--- src/rtl/rstcfg_pkg.sv ---
package rstcfg_pkg;

    typedef enum logic [3:0] {
        ST_POR   = 4'd0,
        ST_BAD   = 4'd1,
        ST_HOST  = 4'd2,
        ST_HWCFG = 4'd3,
        ST_PLL   = 4'd4,
        ST_DLL   = 4'd5,
        ST_HHOLD = 4'd6,
        ST_SGAP  = 4'd7,
        ST_DONE  = 4'd8
    } seq_st_e;

    function automatic int max2(input int a, input int b);
        return (a > b) ? a : b;
    endfunction

endpackage

--- src/rtl/rstcfg_por_filter.sv ---
module rstcfg_por_filter #(
    parameter int MIN_LOW = 16
) (
    input  logic clk,
    input  logic por_n,
    output logic long_enough
);
    localparam int CW = $clog2(MIN_LOW + 1);

    logic [CW-1:0] low_cnt_d, low_cnt_q;

    always_comb begin
        low_cnt_d = low_cnt_q;
        if (por_n) begin
            low_cnt_d = '0;
        end else if (low_cnt_q != CW'(MIN_LOW)) begin
            low_cnt_d = low_cnt_q + 1'b1;
        end
    end

    always_ff @(posedge clk) begin
        low_cnt_q <= low_cnt_d;
    end

    assign long_enough = (low_cnt_q == CW'(MIN_LOW));

endmodule

--- src/rtl/rstcfg_timer.sv ---
module rstcfg_timer #(
    parameter int CNT_W = 12
) (
    input  logic             clk,
    input  logic             clr,
    input  logic             load,
    input  logic [CNT_W-1:0] load_val,
    output logic             expired
);
    logic [CNT_W-1:0] cnt_d, cnt_q;

    always_comb begin
        cnt_d = cnt_q;
        if (clr) begin
            cnt_d = '0;
        end else if (load) begin
            cnt_d = load_val;
        end else if (cnt_q != '0) begin
            cnt_d = cnt_q - 1'b1;
        end
    end

    always_ff @(posedge clk) begin
        cnt_q <= cnt_d;
    end

    assign expired = (cnt_q == '0);

endmodule

--- src/rtl/rstcfg_host_loader.sv ---
module rstcfg_host_loader #(
    parameter int BYTE_W = 8,
    parameter int NBYTES = 4
) (
    input  logic                     clk,
    input  logic                     clr,
    input  logic                     accept,
    input  logic                     wr_en,
    input  logic [BYTE_W-1:0]        wr_data,
    output logic [NBYTES*BYTE_W-1:0] word,
    output logic                     last
);
    localparam int IDX_W  = $clog2(NBYTES);
    localparam int WORD_W = NBYTES * BYTE_W;

    logic [WORD_W-1:0] word_d, word_q;
    logic [IDX_W-1:0]  idx_d, idx_q;
    logic              take;

    assign take = accept && wr_en && !clr;

    always_comb begin
        word_d = word_q;
        idx_d  = idx_q;
        if (clr) begin
            word_d = '0;
            idx_d  = '0;
        end else if (take) begin
            for (int k = 0; k < NBYTES; k++) begin
                if (idx_q == IDX_W'(k)) begin
                    word_d[k*BYTE_W +: BYTE_W] = wr_data;
                end
            end
            idx_d = idx_q + 1'b1;
        end
    end

    always_ff @(posedge clk) begin
        word_q <= word_d;
        idx_q  <= idx_d;
    end

    assign word = word_q;
    assign last = take && (idx_q == IDX_W'(NBYTES - 1));

endmodule

--- src/rtl/rstcfg_seq.sv ---
module rstcfg_seq
    import rstcfg_pkg::*;
#(
    parameter int BYTE_W      = 8,
    parameter int NBYTES      = 4,
    parameter int MODE_W      = 3,
    parameter int MIN_POR_LOW = 16,
    parameter int CFG_CYCLES  = 1024,
    parameter int PLL_CYCLES  = 800,
    parameter int DLL_CYCLES  = 3073,
    parameter int HRST_CYCLES = 512,
    parameter int SGAP_CYCLES = 3
) (
    input  logic                     clk,
    input  logic                     por_n,
    input  logic                     host_en_pin,
    input  logic                     cfg_pin,
    input  logic                     dll_en,
    input  logic [MODE_W-1:0]        mode_pins,
    input  logic                     hwr_en,
    input  logic [BYTE_W-1:0]        hwr_data,
    output logic                     hreset_n,
    output logic                     sreset_n,
    output logic [NBYTES*BYTE_W-1:0] cfg_word,
    output logic                     cfg_master,
    output logic                     host_mode,
    output logic [MODE_W-1:0]        mode_sel,
    output logic                     cfg_done,
    output logic                     por_bad
);
    localparam int WORD_W   = NBYTES * BYTE_W;
    localparam int MAX_WAIT = max2(max2(CFG_CYCLES, PLL_CYCLES),
                                   max2(max2(DLL_CYCLES, HRST_CYCLES), SGAP_CYCLES));
    localparam int CNT_W    = $clog2(MAX_WAIT) + 1;

    typedef struct packed {
        seq_st_e           st;
        logic              host;
        logic              master;
        logic              dll_on;
        logic [MODE_W-1:0] mode;
    } seq_regs_t;

    seq_regs_t        r_d, r_q;
    logic             tmr_load;
    logic [CNT_W-1:0] tmr_val;
    logic             tmr_expired;
    logic             por_long;
    logic             ld_accept;
    logic             ld_last;

    rstcfg_por_filter #(
        .MIN_LOW(MIN_POR_LOW)
    ) filt_i (
        .clk        (clk),
        .por_n      (por_n),
        .long_enough(por_long)
    );

    rstcfg_timer #(
        .CNT_W(CNT_W)
    ) tmr_i (
        .clk     (clk),
        .clr     (!por_n),
        .load    (tmr_load),
        .load_val(tmr_val),
        .expired (tmr_expired)
    );

    assign ld_accept = (r_q.st == ST_HOST);

    rstcfg_host_loader #(
        .BYTE_W(BYTE_W),
        .NBYTES(NBYTES)
    ) ldr_i (
        .clk    (clk),
        .clr    (!por_n),
        .accept (ld_accept),
        .wr_en  (hwr_en),
        .wr_data(hwr_data),
        .word   (cfg_word),
        .last   (ld_last)
    );

    always_comb begin
        r_d      = r_q;
        tmr_load = 1'b0;
        tmr_val  = '0;
        if (!por_n) begin
            r_d.st     = ST_POR;
            r_d.host   = 1'b0;
            r_d.master = 1'b0;
            r_d.dll_on = 1'b0;
            r_d.mode   = '0;
        end else begin
            unique case (r_q.st)
                ST_POR: begin
                    if (!por_long) begin
                        r_d.st = ST_BAD;
                    end else begin
                        r_d.host   = host_en_pin;
                        r_d.dll_on = dll_en;
                        if (host_en_pin) begin
                            r_d.st = ST_HOST;
                        end else begin
                            r_d.master = !cfg_pin;
                            r_d.st     = ST_HWCFG;
                            tmr_load   = 1'b1;
                            tmr_val    = CNT_W'(CFG_CYCLES - 1);
                        end
                    end
                end
                ST_BAD: begin
                    r_d.st = ST_BAD;
                end
                ST_HOST: begin
                    if (ld_last) begin
                        r_d.st   = ST_PLL;
                        tmr_load = 1'b1;
                        tmr_val  = CNT_W'(PLL_CYCLES - 1);
                    end
                end
                ST_HWCFG: begin
                    if (tmr_expired) begin
                        r_d.mode = mode_pins;
                        r_d.st   = ST_PLL;
                        tmr_load = 1'b1;
                        tmr_val  = CNT_W'(PLL_CYCLES - 1);
                    end
                end
                ST_PLL: begin
                    if (tmr_expired) begin
                        tmr_load = 1'b1;
                        if (r_q.dll_on) begin
                            r_d.st  = ST_DLL;
                            tmr_val = CNT_W'(DLL_CYCLES - 1);
                        end else begin
                            r_d.st  = ST_HHOLD;
                            tmr_val = CNT_W'(HRST_CYCLES - 1);
                        end
                    end
                end
                ST_DLL: begin
                    if (tmr_expired) begin
                        r_d.st   = ST_HHOLD;
                        tmr_load = 1'b1;
                        tmr_val  = CNT_W'(HRST_CYCLES - 1);
                    end
                end
                ST_HHOLD: begin
                    if (tmr_expired) begin
                        r_d.st   = ST_SGAP;
                        tmr_load = 1'b1;
                        tmr_val  = CNT_W'(SGAP_CYCLES - 1);
                    end
                end
                ST_SGAP: begin
                    if (tmr_expired) begin
                        r_d.st = ST_DONE;
                    end
                end
                ST_DONE: begin
                    r_d.st = ST_DONE;
                end
                default: begin
                    r_d.st = ST_POR;
                end
            endcase
        end
    end

    always_ff @(posedge clk) begin
        r_q <= r_d;
    end

    assign hreset_n   = (r_q.st == ST_SGAP) || (r_q.st == ST_DONE);
    assign sreset_n   = (r_q.st == ST_DONE);
    assign cfg_done   = (r_q.st == ST_DONE);
    assign por_bad    = (r_q.st == ST_BAD);
    assign cfg_master = r_q.master;
    assign host_mode  = r_q.host;
    assign mode_sel   = r_q.mode;

endmodule

--- config.mk ---
export PLATFORM = sky130hd
export DESIGN_NAME = rstcfg_seq
export DESIGN_NICKNAME = d
export VERILOG_FILES = /design/src/rtl/rstcfg_pkg.sv /design/src/rtl/rstcfg_por_filter.sv /design/src/rtl/rstcfg_timer.sv /design/src/rtl/rstcfg_host_loader.sv /design/src/rtl/rstcfg_seq.sv
export SDC_FILE = /design/constraint.sdc
export NUM_CORES = 1
export LEC_CHECK = 0
export ABC_AREA = 1
export CAP_MARGIN = 20
export CELL_PAD_IN_SITES_DETAIL_PLACEMENT = 0
export CELL_PAD_IN_SITES_GLOBAL_PLACEMENT = 1
export CORE_MARGIN = 2
export CORE_UTILIZATION = 30
export CTS_BUF_LIST = sky130_fd_sc_hd__clkbuf_8
export DETAILED_ROUTE_END_ITERATION = 8
export PLACE_DENSITY_LB_ADDON = 0.12
export SLEW_MARGIN = 5
export SYNTH_ARGS = -nofsm -noshare
export SYNTH_HDL_FRONTEND = slang
export SYNTH_SLANG_ARGS = --single-unit
--- constraint.sdc ---
create_clock -name clk -period 1.73 [get_ports clk]
set_input_delay 0.2595 -clock clk [delete_from_list [all_inputs] [get_ports clk]]
set_output_delay 0.2595 -clock clk [all_outputs]
set_load 0.01 [all_outputs]
# After elaboration in Yosys (flattened, before gate mapping)
# Cells that the tools add are included.
dict set report totals {
  wordCells 81
  register_bits 62
  output_inout_bits 41
}
dict set report classes {
  n_reduce_logical 19
  n_mux 27
  eq_ne 19
  bitwise_logic 1
  addsub 3
}
# op n
set op_table {}
lappend op_table {{case mux 12 bit (6 select lines)} 1}
lappend op_table {{two-way mux 10 bit} 4}
lappend op_table {{case mux 4 bit (9 select lines)} 1}
lappend op_table {{two-way mux 13 bit} 2}
lappend op_table {{two-way mux 12 bit} 2}
lappend op_table {{two-way mux 4 bit} 6}
lappend op_table {{== test 4 x 3 -> 1 bit, second input constant} 4}
lappend op_table {{zero test 13 bit} 1}
lappend op_table {{nonzero test 13 bit} 1}
lappend op_table {{subtractor 13 x 1 -> 13 bit, second input constant} 1}
lappend op_table {{!= test 2 bit, second input constant} 6}
lappend op_table {{AND reduction 2 bit} 6}
lappend op_table {{two-way mux 9 bit} 1}
lappend op_table {{== test 4 x 2 -> 1 bit, second input constant} 2}
lappend op_table {{two-way mux 1 bit} 6}
lappend op_table {{two-way mux 2 bit} 3}
lappend op_table {{AND reduction 6 bit} 1}
lappend op_table {{adder 5 x 1 -> 5 bit, second input constant} 1}
lappend op_table {{== test 5 bit, second input constant} 1}
lappend op_table {{!= test 5 bit, second input constant} 1}
lappend op_table {{== test 2 bit, second input constant} 2}
lappend op_table {{== test 4 x 1 -> 1 bit, second input constant} 1}
lappend op_table {{== test 4 bit, second input constant} 1}
lappend op_table {{zero test 4 bit} 1}
lappend op_table {{11 further kinds} 13}

# Logic depth before layout (Yosys ltp)
# Gate-level depths: netlist of run 1.
dict set report depth {
  depth_word 8
  mapped_depth 14
}

# Hierarchy
# From an unflattened synthesis of run 1, not the netlist that was laid out.
dict set report unflattened {
  cells_unflattened 537
  hier_area_um2 3508.4
}
# mod area_per_inst_um2 instances cells_per_inst
set by_module_without_submodules {}
lappend by_module_without_submodules {rstcfg_host_loader 1669.1 1 264}
lappend by_module_without_submodules {rstcfg_timer 942.2 1 139}
lappend by_module_without_submodules {rstcfg_seq 640.6 1 98}
lappend by_module_without_submodules {rstcfg_por_filter 256.5 1 36}

# Least setup slack after synthesis of run 1
# OpenSTA, ideal clock, no wires.
dict set report synth_timing {
  path_type {register to register}
  from {register tmr_i.cnt_q[0]}
  to {register tmr_i.cnt_q[1]}
  arrival_time_ns 1.569
  stages_incl_launch_ff 13
  slack_ns 0.052
  path_cell_list {dfxtp_1 inv_1 ha_1 nand2_1 nor2_2 nand3_1 nand2_4 nand2_4 buf_6 nand2_1 nand3_1 nand2_1 inv_1}
}
dict set report synth_between {
  elab_chain_len 5
  elab_cells_between_ends 14
}
# element line
set synth_lines {}
lappend synth_lines {{start, declared} rstcfg_timer.sv:10} ;# logic [CNT_W-1:0] cnt_d, cnt_q;
lappend synth_lines {{start signal, assigned} rstcfg_timer.sv:24} ;# cnt_q <= cnt_d;
lappend synth_lines {{parallel branches: the longest is 5 deep, another holds subtractor 13 x 1 -> 13 bit} -}
# Parallel ways; which one is timed is not known. The select of a mux whose other input is x is not followed.
# A chain may end at the register's enable or synchronous reset.

# Final worst setup path of run 1
dict set report layout_timing {
  from {register r_q[8] (netlist bit)}
  to {output cfg_done}
}
dict set report layout_between {
  elab_chain_len 1
}
# element line
set layout_lines {}
lappend layout_lines {{start, declared} rstcfg_seq.sv:44} ;# seq_regs_t r_d, r_q;
lappend layout_lines {{start signal, assigned} rstcfg_seq.sv:173} ;# r_q <= r_d;
lappend layout_lines {{== test 4 bit} rstcfg_seq.sv:178} ;# assign cfg_done = (r_q.st == ST_DONE);
lappend layout_lines {{end, declared} rstcfg_seq.sv:28} ;# output logic cfg_done,
# No other way between the ends.

==> results of run 1 <==
-- registers in the layout, summed over array words and instances (netlist names) --
register          cells
host_mode             1
cfg_master            1
r_q                   5
filt_i.low_cnt_q      5
ldr_i.idx_q           2
tmr_i.cnt_q          13
mode_sel              3
ldr_i.word           32
-- placed cells by master (no fill, tap or decap), drive strengths merged --
cell type / Yosys / layout
dlygate4sd2: 0 / 1
a21oi: 17 / 17
clkdlybuf4s50: 0 / 53
xor2: 6 / 6
inv: 36 / 37
nand3: 23 / 23
o211ai: 3 / 3
ha: 7 / 7
xnor2: 3 / 3
nor3: 7 / 7
a31oi: 1 / 1
nand2: 67 / 68
clkinv: 1 / 5
bufinv: 0 / 1
clkdlybuf4s15: 0 / 3
nor2: 109 / 109
a41oi: 1 / 1
clkbuf: 5 / 9
clkinvlp: 0 / 1
nand3b: 1 / 1
buf: 6 / 41
dfxtp: 62 / 62
nor4: 1 / 1
o21ai: 44 / 44
nand4: 1 / 1
-- how the worst min path moves through the flow --
stage | to | slack [ps] | cells past startpoint
after floorplan | cfg_master$_SDFFE_PN0P_ | 350 | 1
after global placement | tmr_i.cnt_q[12]$_SDFFE_PN0P_ | 440 | 2
after detailed placement | tmr_i.cnt_q[12]$_SDFFE_PN0P_ | 450 | 2
after CTS | cfg_master$_SDFFE_PN0P_ | 440 | 2
after global routing | cfg_master$_SDFFE_PN0P_ | 460 | 2
final | cfg_master$_SDFFE_PN0P_ | 460 | 2
-- worst reg2reg max path, stage by stage, from the launching register on --
cell and delay (ps):
dfxtp_1 310, inv_1 70, ha_2 210, nand2_2 90
nor2_4 120, buf_4 140, nand2_1 90, nand2_1 90
nand2_1 150, o21ai_2 150, a21oi_1 50
-- routing by layer --
metal	track usage [%]	routed length (microns)
met1	20.6	3760
met2	25.1	3480
met4	5.64	80
met3	3.63	256
met5	0	0
-- through the flow --
stage / instances / utilization, % / hold WS, ps / total power [W]
CTS: 631 / 43.8 / 440 / 0.00445
global placement: 615 / 41.3 / 438 / 0.00314
global route: 634 / 45.4 / 462 / 0.00494
finish: 634 / 45.4 / 456 / 0.00458
floorplan: 401 / - / 350 / 0.00262
detailed placement: 615 / 41.3 / 446 / 0.00313
-- cell type report --
| class | count | area [sq um] | area share, % |
|---|---|---|---|
| clock buffer | 9 | 124 | 2.94 |
| clock inverter | 7 | 73.8 | 1.75 |
| inverter | 37 | 139 | 3.30 |
| multi-input combinational | 292 | 1570 | 37.2 |
| sequential | 62 | 1250 | 29.7 |
| tap | 129 | 161 | 3.83 |
| timing repair buffer | 98 | 893 | 21.2 |
-- power breakdown --
part | switching [W] | internal [W]
Sequential | 0.0000915 | 0.00155
Combinational | 0.000896 | 0.000747
Clock | 0.000625 | 0.000670
-- timing repair --
| action | 4_1_cts | 5_1_grt |
|---|---|---|
| gates cloned | 0 | 1 |
| setup endpoints to repair | 7 | 32 |
| setup buffers | 0 | 2 |
| gates resized for setup | 15 | 33 |
| pin swaps | 1 | 10 |
-- cell families (layout without fill, tap and decap cells) --
| group | count (synthesis) | count (layout) |
|---|---|---|
| adders and majority gates | 7 | 7 |
| DFF | 62 | 62 |
| xor gates and xnor gates | 9 | 9 |
| buffers and inverters | 48 | 151 |
| and+or+nand+nor | 209 | 210 |
| AOI/OAI and AO/OA | 66 | 66 |
==> out/summary.txt, run 1 <==
status: complete, no violations
Critical Path AT: 1390 ps
die area: 10400 sq um
Max Clk Rate: 607 MHz
final setup fails: 0
worst-path fanout max: 6
via count: 2790
Crit path max-delay family: buffers and inverters
Routed Wire Length: 7580 microns
Setup CP Type: flop to primary output
Required @ worst endpoint: 1470 ps
count leader, synth: nor2_1
Worst setup EP type: primary output
min setup slack post-route: 82.3 ps
Worst Max-Slew Pin Slew: 332 ps
top cell type's share of synthesized area: 43.1%
Min-Delay Path Class: input port to flop
total track usage: 15.6%
slew margin rel.: 77.8%
HPWL Detailed: 5590 microns
ANT cells: 0
Mapped Avg Cell Area: 7.17 sq um
initial antenna violation count: 0
distinct cell type count after synthesis: 31
Yosys reg bits: 62
CP peak stage delay: 380 ps
TNS Setup: 0 ps
largest family of logic cells by synthesized area: simple AND/OR/NAND/NOR gates
Final Skew: 10.5 ps
largest net degree at the start of global routing: 41
R2R depth: 10
commonest cells in the netlist: nor2_1, dfxtp_1, nand2_1
core region area: 9280 sq um
Std-Cell Rows: 35
TritonCTS buffer count: 9
clk root buf: clkbuf_8
first-pass GRT wire length: 12600 microns
detailed-route vias per instance: 4.40
clk slew on worst S/H paths: 80 ps
startpoint types: flop
CTS max path bufs: 2
Initial Utilization: 31.0%
final count of hold timing violations: 0
reg2reg end: r_q[6]$_SDFFE_PN0P_
compound-cell area share of the yosys netlist: 11.9%
CTS tree: done
DP Worst Slack: -188 ps
WP buf/inv: 2
fin crit period: 1650 ps
fill count: 976
hold-fix buffer count after cts: 0
DRC: 0
Simple-Gate Fraction of Synth Area: 32.1%
area grow syn2layout: 46.4%
Cells after Synth: 401
Worst path depth: 3
share of cells above drive strength 1: 20.2%
P_leak: 1.84 nW
number of global-route vias before repair: 2666
Initial DRT Pass Iterations: 4
initial drt markers: 77
later-pin clock latency in the skew report: 340 ps
height of the die: 102 microns
Post-Synth Adder-Cell Area: 3.04%
Post-synth EDFFs: 0
reg2reg start: tmr_i.cnt_q[1]$_SDFFE_PN0P_
Design Area, Final: 4210 sq um
Routed WL per cell: 12.0 microns
Nets: 524
top cells by area, synth: dfxtp_1, nor2_1, nand2_1
count of warnings emitted by yosys: 0
top_reg_cell synth: dfxtp_1
post-synthesis sequential area ratio: 43.1%
beginning of the critical path: r_q[8]$_SDFFE_PN0P_
post-synthesis mux area share: 0%
Final ANT Viol Nets: 0
area leader, netlist: dfxtp_1
Final GP Congestion: 0.814
CP Cell Sequence: nor4_4, buf_4, clkdlybuf4s15_1
Max Cap Viol: 0
Tcrit/Tclk final: 95.2%
R2R Setup Slk: 150 ps
crit path capture: cfg_done
buffers added on ports: 57
CTS sink count: 62
H-tree levels: 3
asr flop ratio synth: 0%
post-synthesis xor/xnor area fraction: 2.74%
Max Slew Vio Count: 0
slowest CP cell: dfxtp_4
maximum vdd drop: 0.000362 V
pwr/cell area: 1090 nW/um^2
Hold Startpoint: cfg_pin
RSZ-0062 raised after global routing: false
Top Ports: 58
Mapped Nets: 425
chip width: 102 microns
Overflow after GRT: 0
area of the mapped netlist: 2880 sq um
dpl cell area: 3840 sq um
Power figures use the tool's default switching activity.
==> run 2: changes to the inputs <==
--- a/config.mk
+++ b/config.mk
@@ -13,6 +13,7 @@
 export CORE_UTILIZATION = 30
 export CTS_BUF_LIST = sky130_fd_sc_hd__clkbuf_8
 export DETAILED_ROUTE_END_ITERATION = 8
+export HOLD_SLACK_MARGIN = 0.08
 export PLACE_DENSITY_LB_ADDON = 0.12
 export SLEW_MARGIN = 5
 export SYNTH_ARGS = -nofsm -noshare
==> constraint.sdc (replaced) <==
create_clock -name clk -period 1.73 [get_ports clk]
set_input_delay 0.4325 -clock clk [delete_from_list [all_inputs] [get_ports clk]]
set_output_delay 0.4325 -clock clk [all_outputs]
set_load 0.01 [all_outputs]
==> run 2 against run 1 <==
The run now ends with negative setup slack left. Core utilization increased by 1.1 points. Via count increased by 1.5%. Fmax decreased by 4.8%. Combinational power about the same. Total power decreased by 0.14%. Clock skew decreased by 1.6 ps. Sequential share of layout area decreased by 0.85 points. Setup slack got worse by 83 ps. Die area unchanged. Final cell count increased by 1.4%. Routed wire length increased by 4.6%. Critical path depth increased by 2. Largest cell class unchanged.
==> out/summary.txt, run 2 (synthesis gave the netlist of run 1 again) <==
most common cell after layout, fill and taps aside: nor2_1
Initial DRT Pass Iterations: 4
DP Cell Count: 623
Tcrit/Tclk final: 100%
startpoint types: flop
Worst setup EP type: primary output
failing checks: negative setup slack
status: complete, but fails checks
Setup CP Type: flop to primary output
buffers added on ports: 57
most frequent cells in the layout: nor2_1, dfxtp_1, nand2_1
fill count: 977
Max Clk Rate: 578 MHz
final count of hold timing violations: 0
Routed Wire Length: 7930 microns
Routed WL per cell: 12.3 microns
number of global-route vias before repair: 2656
Max Slew Vio Count: 0
Nets: 533
worst-path fanout max: 2
HPWL Detailed: 5820 microns
ANT cells: 0
initial drt markers: 70
total track usage: 15.5%
CTS max path bufs: 2
slowest CP cell: dfxtp_2
chip width: 102 microns
Final Skew: 8.95 ps
Top Ports: 58
height of the die: 102 microns
fin crit period: 1730 ps
largest net degree at the start of global routing: 31
Worst Max-Slew Pin Slew: 345 ps
Clock power frac: 28.0%
Switching Fraction: 35.9%
hold-fix buffer count after cts: 0
Internal: 0.00293 W
final total power: 0.00457 W
Final GP Congestion: 0.811
H-tree levels: 3
detailed-route vias per instance: 4.40
maximum vdd drop: 0.000443 V
Required @ worst endpoint: 1300 ps
RSZ-0062 raised after global routing: true
Final ANT Viol Nets: 0
DP Worst Slack: -333 ps
clk root buf: clkbuf_8
P_leak: 1.89 nW
sequential share of power: 35.5%
Initial Utilization: 31.0%
Comb pwr share: 36.4%
Max Cap Viol: 0
first-pass GRT wire length: 12600 microns
Std-Cell Rows: 35
hold slack: 460 ps
Critical Path AT: 1300 ps
CTS tree: done
later-pin clock latency in the skew report: 340 ps
core region area: 9280 sq um
P_sw: 0.00164 W
die area: 10400 sq um
share of cells above drive strength 1: 23.9%
slew margin rel.: 77.0%
clk slew on worst S/H paths: 70 ps
TritonCTS buffer count: 9
max reg flops: 32
final std cells w/o fill: 643
via count: 2832
initial antenna violation count: 0
CTS sink count: 62
final setup fails: 1
Min-Delay Path Class: flop to flop
Overflow after GRT: 0
CP Cell Sequence: nor4_4, buf_4, nor2_4, inv_2, buf_6
DRC: 0
CP peak stage delay: 340 ps
area grow syn2layout: 49.8%
min setup slack post-route: -0.430 ps
pwr/cell area: 1060 nW/um^2
run 2: cell types whose count changed in the layout (fill, tap and decap cells not counted), moves of 3 or more:
cell,change
nand3_2,+3
inv_1,-3
nor2_4,+3
clkdlybuf4s15_1,-3
nor2_1,-4
buf_4,+9
clkinvlp_4,+3
inv_2,+3
buf_6,+4
run 2: routing by layer:
metal | share of wire (%) | wire (microns) | vias up | GRT usage (%)
met5 | 0 | 0 | - | 0
met4 | 0.98 | 78 | 0 | 4.62
met3 | 3.1 | 248 | 8 | 3.15
met2 | 49 | 3850 | 51 | 25.6
met1 | 47 | 3760 | 1275 | 20.6
li1 | - | - | 1498 | -
run 2: area by class of cell:
class                           instances  area [sq um]  area share, %
Inverter                               37           139           3.22
Timing Repair Buffer                  107           955           22.2
Tap cell                              129           161           3.75
Multi-Input combinational cell        292          1610           37.4
Sequential cell                        62          1240           28.9
Clock inverter                          7          73.8           1.71
Clock buffer                            9           124           2.87
run 2: path summary, 6_finish.rpt:
kind / start / to / slack [ps] / cells past startpoint
min reg2reg: mode_sel[0]$_SDFFE_PN0P_ / mode_sel[0]$_SDFFE_PN0P_ / 460 / 2
max reg2reg: r_q[7]$_SDFFE_PN0P_ / tmr_i.cnt_q[2]$_SDFFE_PN0P_ / 70 / 12
max: r_q[7]$_SDFFE_PN0P_ / hreset_n / -0.4 / 5
min: mode_sel[0]$_SDFFE_PN0P_ / mode_sel[0]$_SDFFE_PN0P_ / 460 / 2
run 2: worst max-delay path: cells and delay by family, from the launching register on:
family                 cells  cell delay [ps]
buffers and inverters      3              300
AND/OR/NAND/NOR            2              320
flip-flops                 1              340
run 2: what timing repair did:
item                                    in CTS  in global routing
endpoints found under the hold margin        0                  0
gates cloned                                 0                  1
resized for setup                           33                 37
buffers inserted                             4                  1
endpoints found under the setup margin      23                 41
pin swaps                                    2                  6
run 2: per-stage QoR:
stage | utilization (%) | cell area [sq um] | setup TNS, ps
global route | 46.4 | 4310 | -361
global placement | 42.0 | 3900 | -11330
CTS | 44.8 | 4160 | -50.5
floorplan | - | 2880 | 0
detailed placement | 42.0 | 3900 | -11490
finish | 46.4 | 4310 | -0.430
run 2: power by group through the flow:
stage                     Sequential (W)  Clock (W)  Combinational, W
after global placement           0.00165          0           0.00150
after global routing             0.00164    0.00137           0.00189
after floorplan                  0.00166          0          0.000959
after detailed placement         0.00165          0           0.00150
after CTS                        0.00162    0.00133           0.00157
final                            0.00162    0.00128           0.00167
==> run 3: changes to the inputs <==
--- a/config.mk
+++ b/config.mk
@@ -15,6 +15,7 @@
 export DETAILED_ROUTE_END_ITERATION = 8
 export HOLD_SLACK_MARGIN = 0.08
 export PLACE_DENSITY_LB_ADDON = 0.12
+export SKIP_CTS_REPAIR_TIMING = 1
 export SLEW_MARGIN = 5
 export SYNTH_ARGS = -nofsm -noshare
 export SYNTH_HDL_FRONTEND = slang
==> run 3 against run 2 <==
The flow still finishes with violations (negative setup slack). Largest cell class unchanged. Fmax fell by 1.2%. Flip-flop and latch count did not move. Design area fell by 0.87%. Worst hold slack barely moved. Routed wire length rose by 0.21%.
==> out/summary.txt, run 3 (synthesis gave the netlist of run 1 again) <==
Final Skew: 9.40 ps
Worst Max-Slew Pin Slew: 331 ps
Hold EP: mode_sel[0]$_SDFFE_PN0P_
R2R Setup Slk: 60 ps
DP Worst Slack: -333 ps
Hold Startpoint: mode_sel[0]$_SDFFE_PN0P_
Max Clk Rate: 571 MHz
later-pin clock latency in the skew report: 340 ps
Setup CP Type: flop to primary output
startpoint types: flop
Tcrit/Tclk final: 101%
buffers added on ports: 57
max reg flops: 32
die area: 10400 sq um
dpl cell area: 3900 sq um
R2R depth: 11
Initial Utilization: 31.0%
WL met2: 3810 microns
min setup slack post-route: -21.5 ps
Clock power frac: 28.1%
largest net degree at the start of global routing: 31
share of cells above drive strength 1: 23.5%
reg2reg start: r_q[7]$_SDFFE_PN0P_
maximum vdd drop: 0.000451 V
fin crit period: 1750 ps
status: complete, but fails checks
Worst Hold Path Cells: 2
HPWL Detailed: 5820 microns
Nets: 533
clk slew on worst S/H paths: 70 ps
clk root buf: clkbuf_8
first-pass GRT wire length: 12400 microns
initial antenna violation count: 0
P_leak: 1.89 nW
H-tree levels: 3
pwr/cell area: 1070 nW/um^2
Final ANT Viol Nets: 0
Overflow after GRT: 0
Final GP Congestion: 0.811
detailed-route vias per instance: 4.42
initial drt markers: 61
fill count: 985
chip width: 102 microns
RSZ-0062 raised after global routing: true
area grow syn2layout: 48.5%
Top Ports: 58
Min-Delay Path Class: flop to flop
failing checks: negative setup slack
slew margin rel.: 77.9%
CTS sink count: 62
Comb pwr share: 36.2%
core region area: 9280 sq um
Critical Path AT: 1320 ps
Design Area, Final: 4270 sq um
DRC: 0
hold slack: 460 ps
Initial DRT Pass Iterations: 4
total track usage: 15.3%
Routed WL per cell: 12.4 microns
Internal: 0.00292 W
reg2reg end: tmr_i.cnt_q[6]$_SDFFE_PN0P_
met3 WL: 256 microns
final setup fails: 1
height of the die: 102 microns
most frequent cells in the layout: nor2_1, dfxtp_1, nand2_1
Top Metal Used: met4
TritonCTS buffer count: 9
P_sw: 0.00163 W
worst-path fanout max: 2
number of global-route vias before repair: 2619
register area: 1250 sq um
most common cell after layout, fill and taps aside: nor2_1
ANT cells: 0
via count: 2842
CTS tree: done
Routed Wire Length: 7950 microns
sequential share of power: 35.7%
Worst setup EP type: primary output
Max Slew Vio Count: 0
final count of hold timing violations: 0
Multi-input gate area: 1590 sq um
Switching Fraction: 35.9%
met1 WL: 3800 microns
Std-Cell Rows: 35
Max Cap Viol: 0
Required @ worst endpoint: 1300 ps
CTS max path bufs: 2
## run 3: changes by cell type in the layout (fill, tap and decap cells not counted), sizes merged
cell | before | now
clkbuf | 9 | 12
buf | 54 | 51
## run 3: how the worst max path moves through the flow
stage,startpoint,to,slack (ps),depth (start not counted)
global route,r_q[7]$_SDFFE_PN0P_,hreset_n,-100,5
CTS,r_q[9]$_SDFFE_PN0P_,hreset_n,-510,5
finish,r_q[7]$_SDFFE_PN0P_,hreset_n,-20,5
global placement,por_n,ldr_i.word[11]$_SDFFE_PN0P_,-310,9
detailed placement,por_n,ldr_i.word[11]$_SDFFE_PN0P_,-330,9
floorplan,tmr_i.cnt_q[0]$_SDFFE_PN0P_,tmr_i.cnt_q[1]$_SDFFE_PN0P_,50,12
## run 3: worst max-delay path, cell delays in order, from the launching register on
cell and delay, ps:
dfxtp_2 340, nor4_4 280, buf_4 140, nor2_1 40, inv_1 50, buf_2 120
## run 3: final cells by class
type                       instances  share of cell area, %
timing repair buffer             107                   21.9
tap                              129                   3.78
clock buffer                       9                   2.90
inverter                          37                   3.25
multi-input combinational        292                   37.3
clock inverter                     7                   1.73
sequential                        62                   29.2
## run 3: power by group through the flow
stage	sequential, W	combinational, W	clock (W)
2_1_floorplan	0.00166	0.000959	0
4_1_cts	0.00162	0.00151	0.00133
3_3_place_gp	0.00165	0.00150	0
6_report	0.00163	0.00165	0.00128
5_1_grt	0.00164	0.00187	0.00137
3_5_place_dp	0.00165	0.00150	0
## run 3: metrics by stage
stage	power [W]	std cells	utilization, %	setup TNS, ps
4_1_cts	0.00446	639	44.1	-2570
5_1_grt	0.00488	643	46.0	-631
2_1_floorplan	0.00262	401	-	0
6_report	0.00455	643	46.0	-21.5
3_5_place_dp	0.00315	623	42.0	-11490
3_3_place_gp	0.00315	623	42.0	-11330
## run 3: per-layer routing
| metal | vias up | global-route usage, % |
|---|---|---|
| met5 | - | 0 |
| met2 | 52 | 24.9 |
| li1 | 1494 | - |
| met1 | 1288 | 20.5 |
| met3 | 8 | 3.15 |
| met4 | 0 | 4.62 |
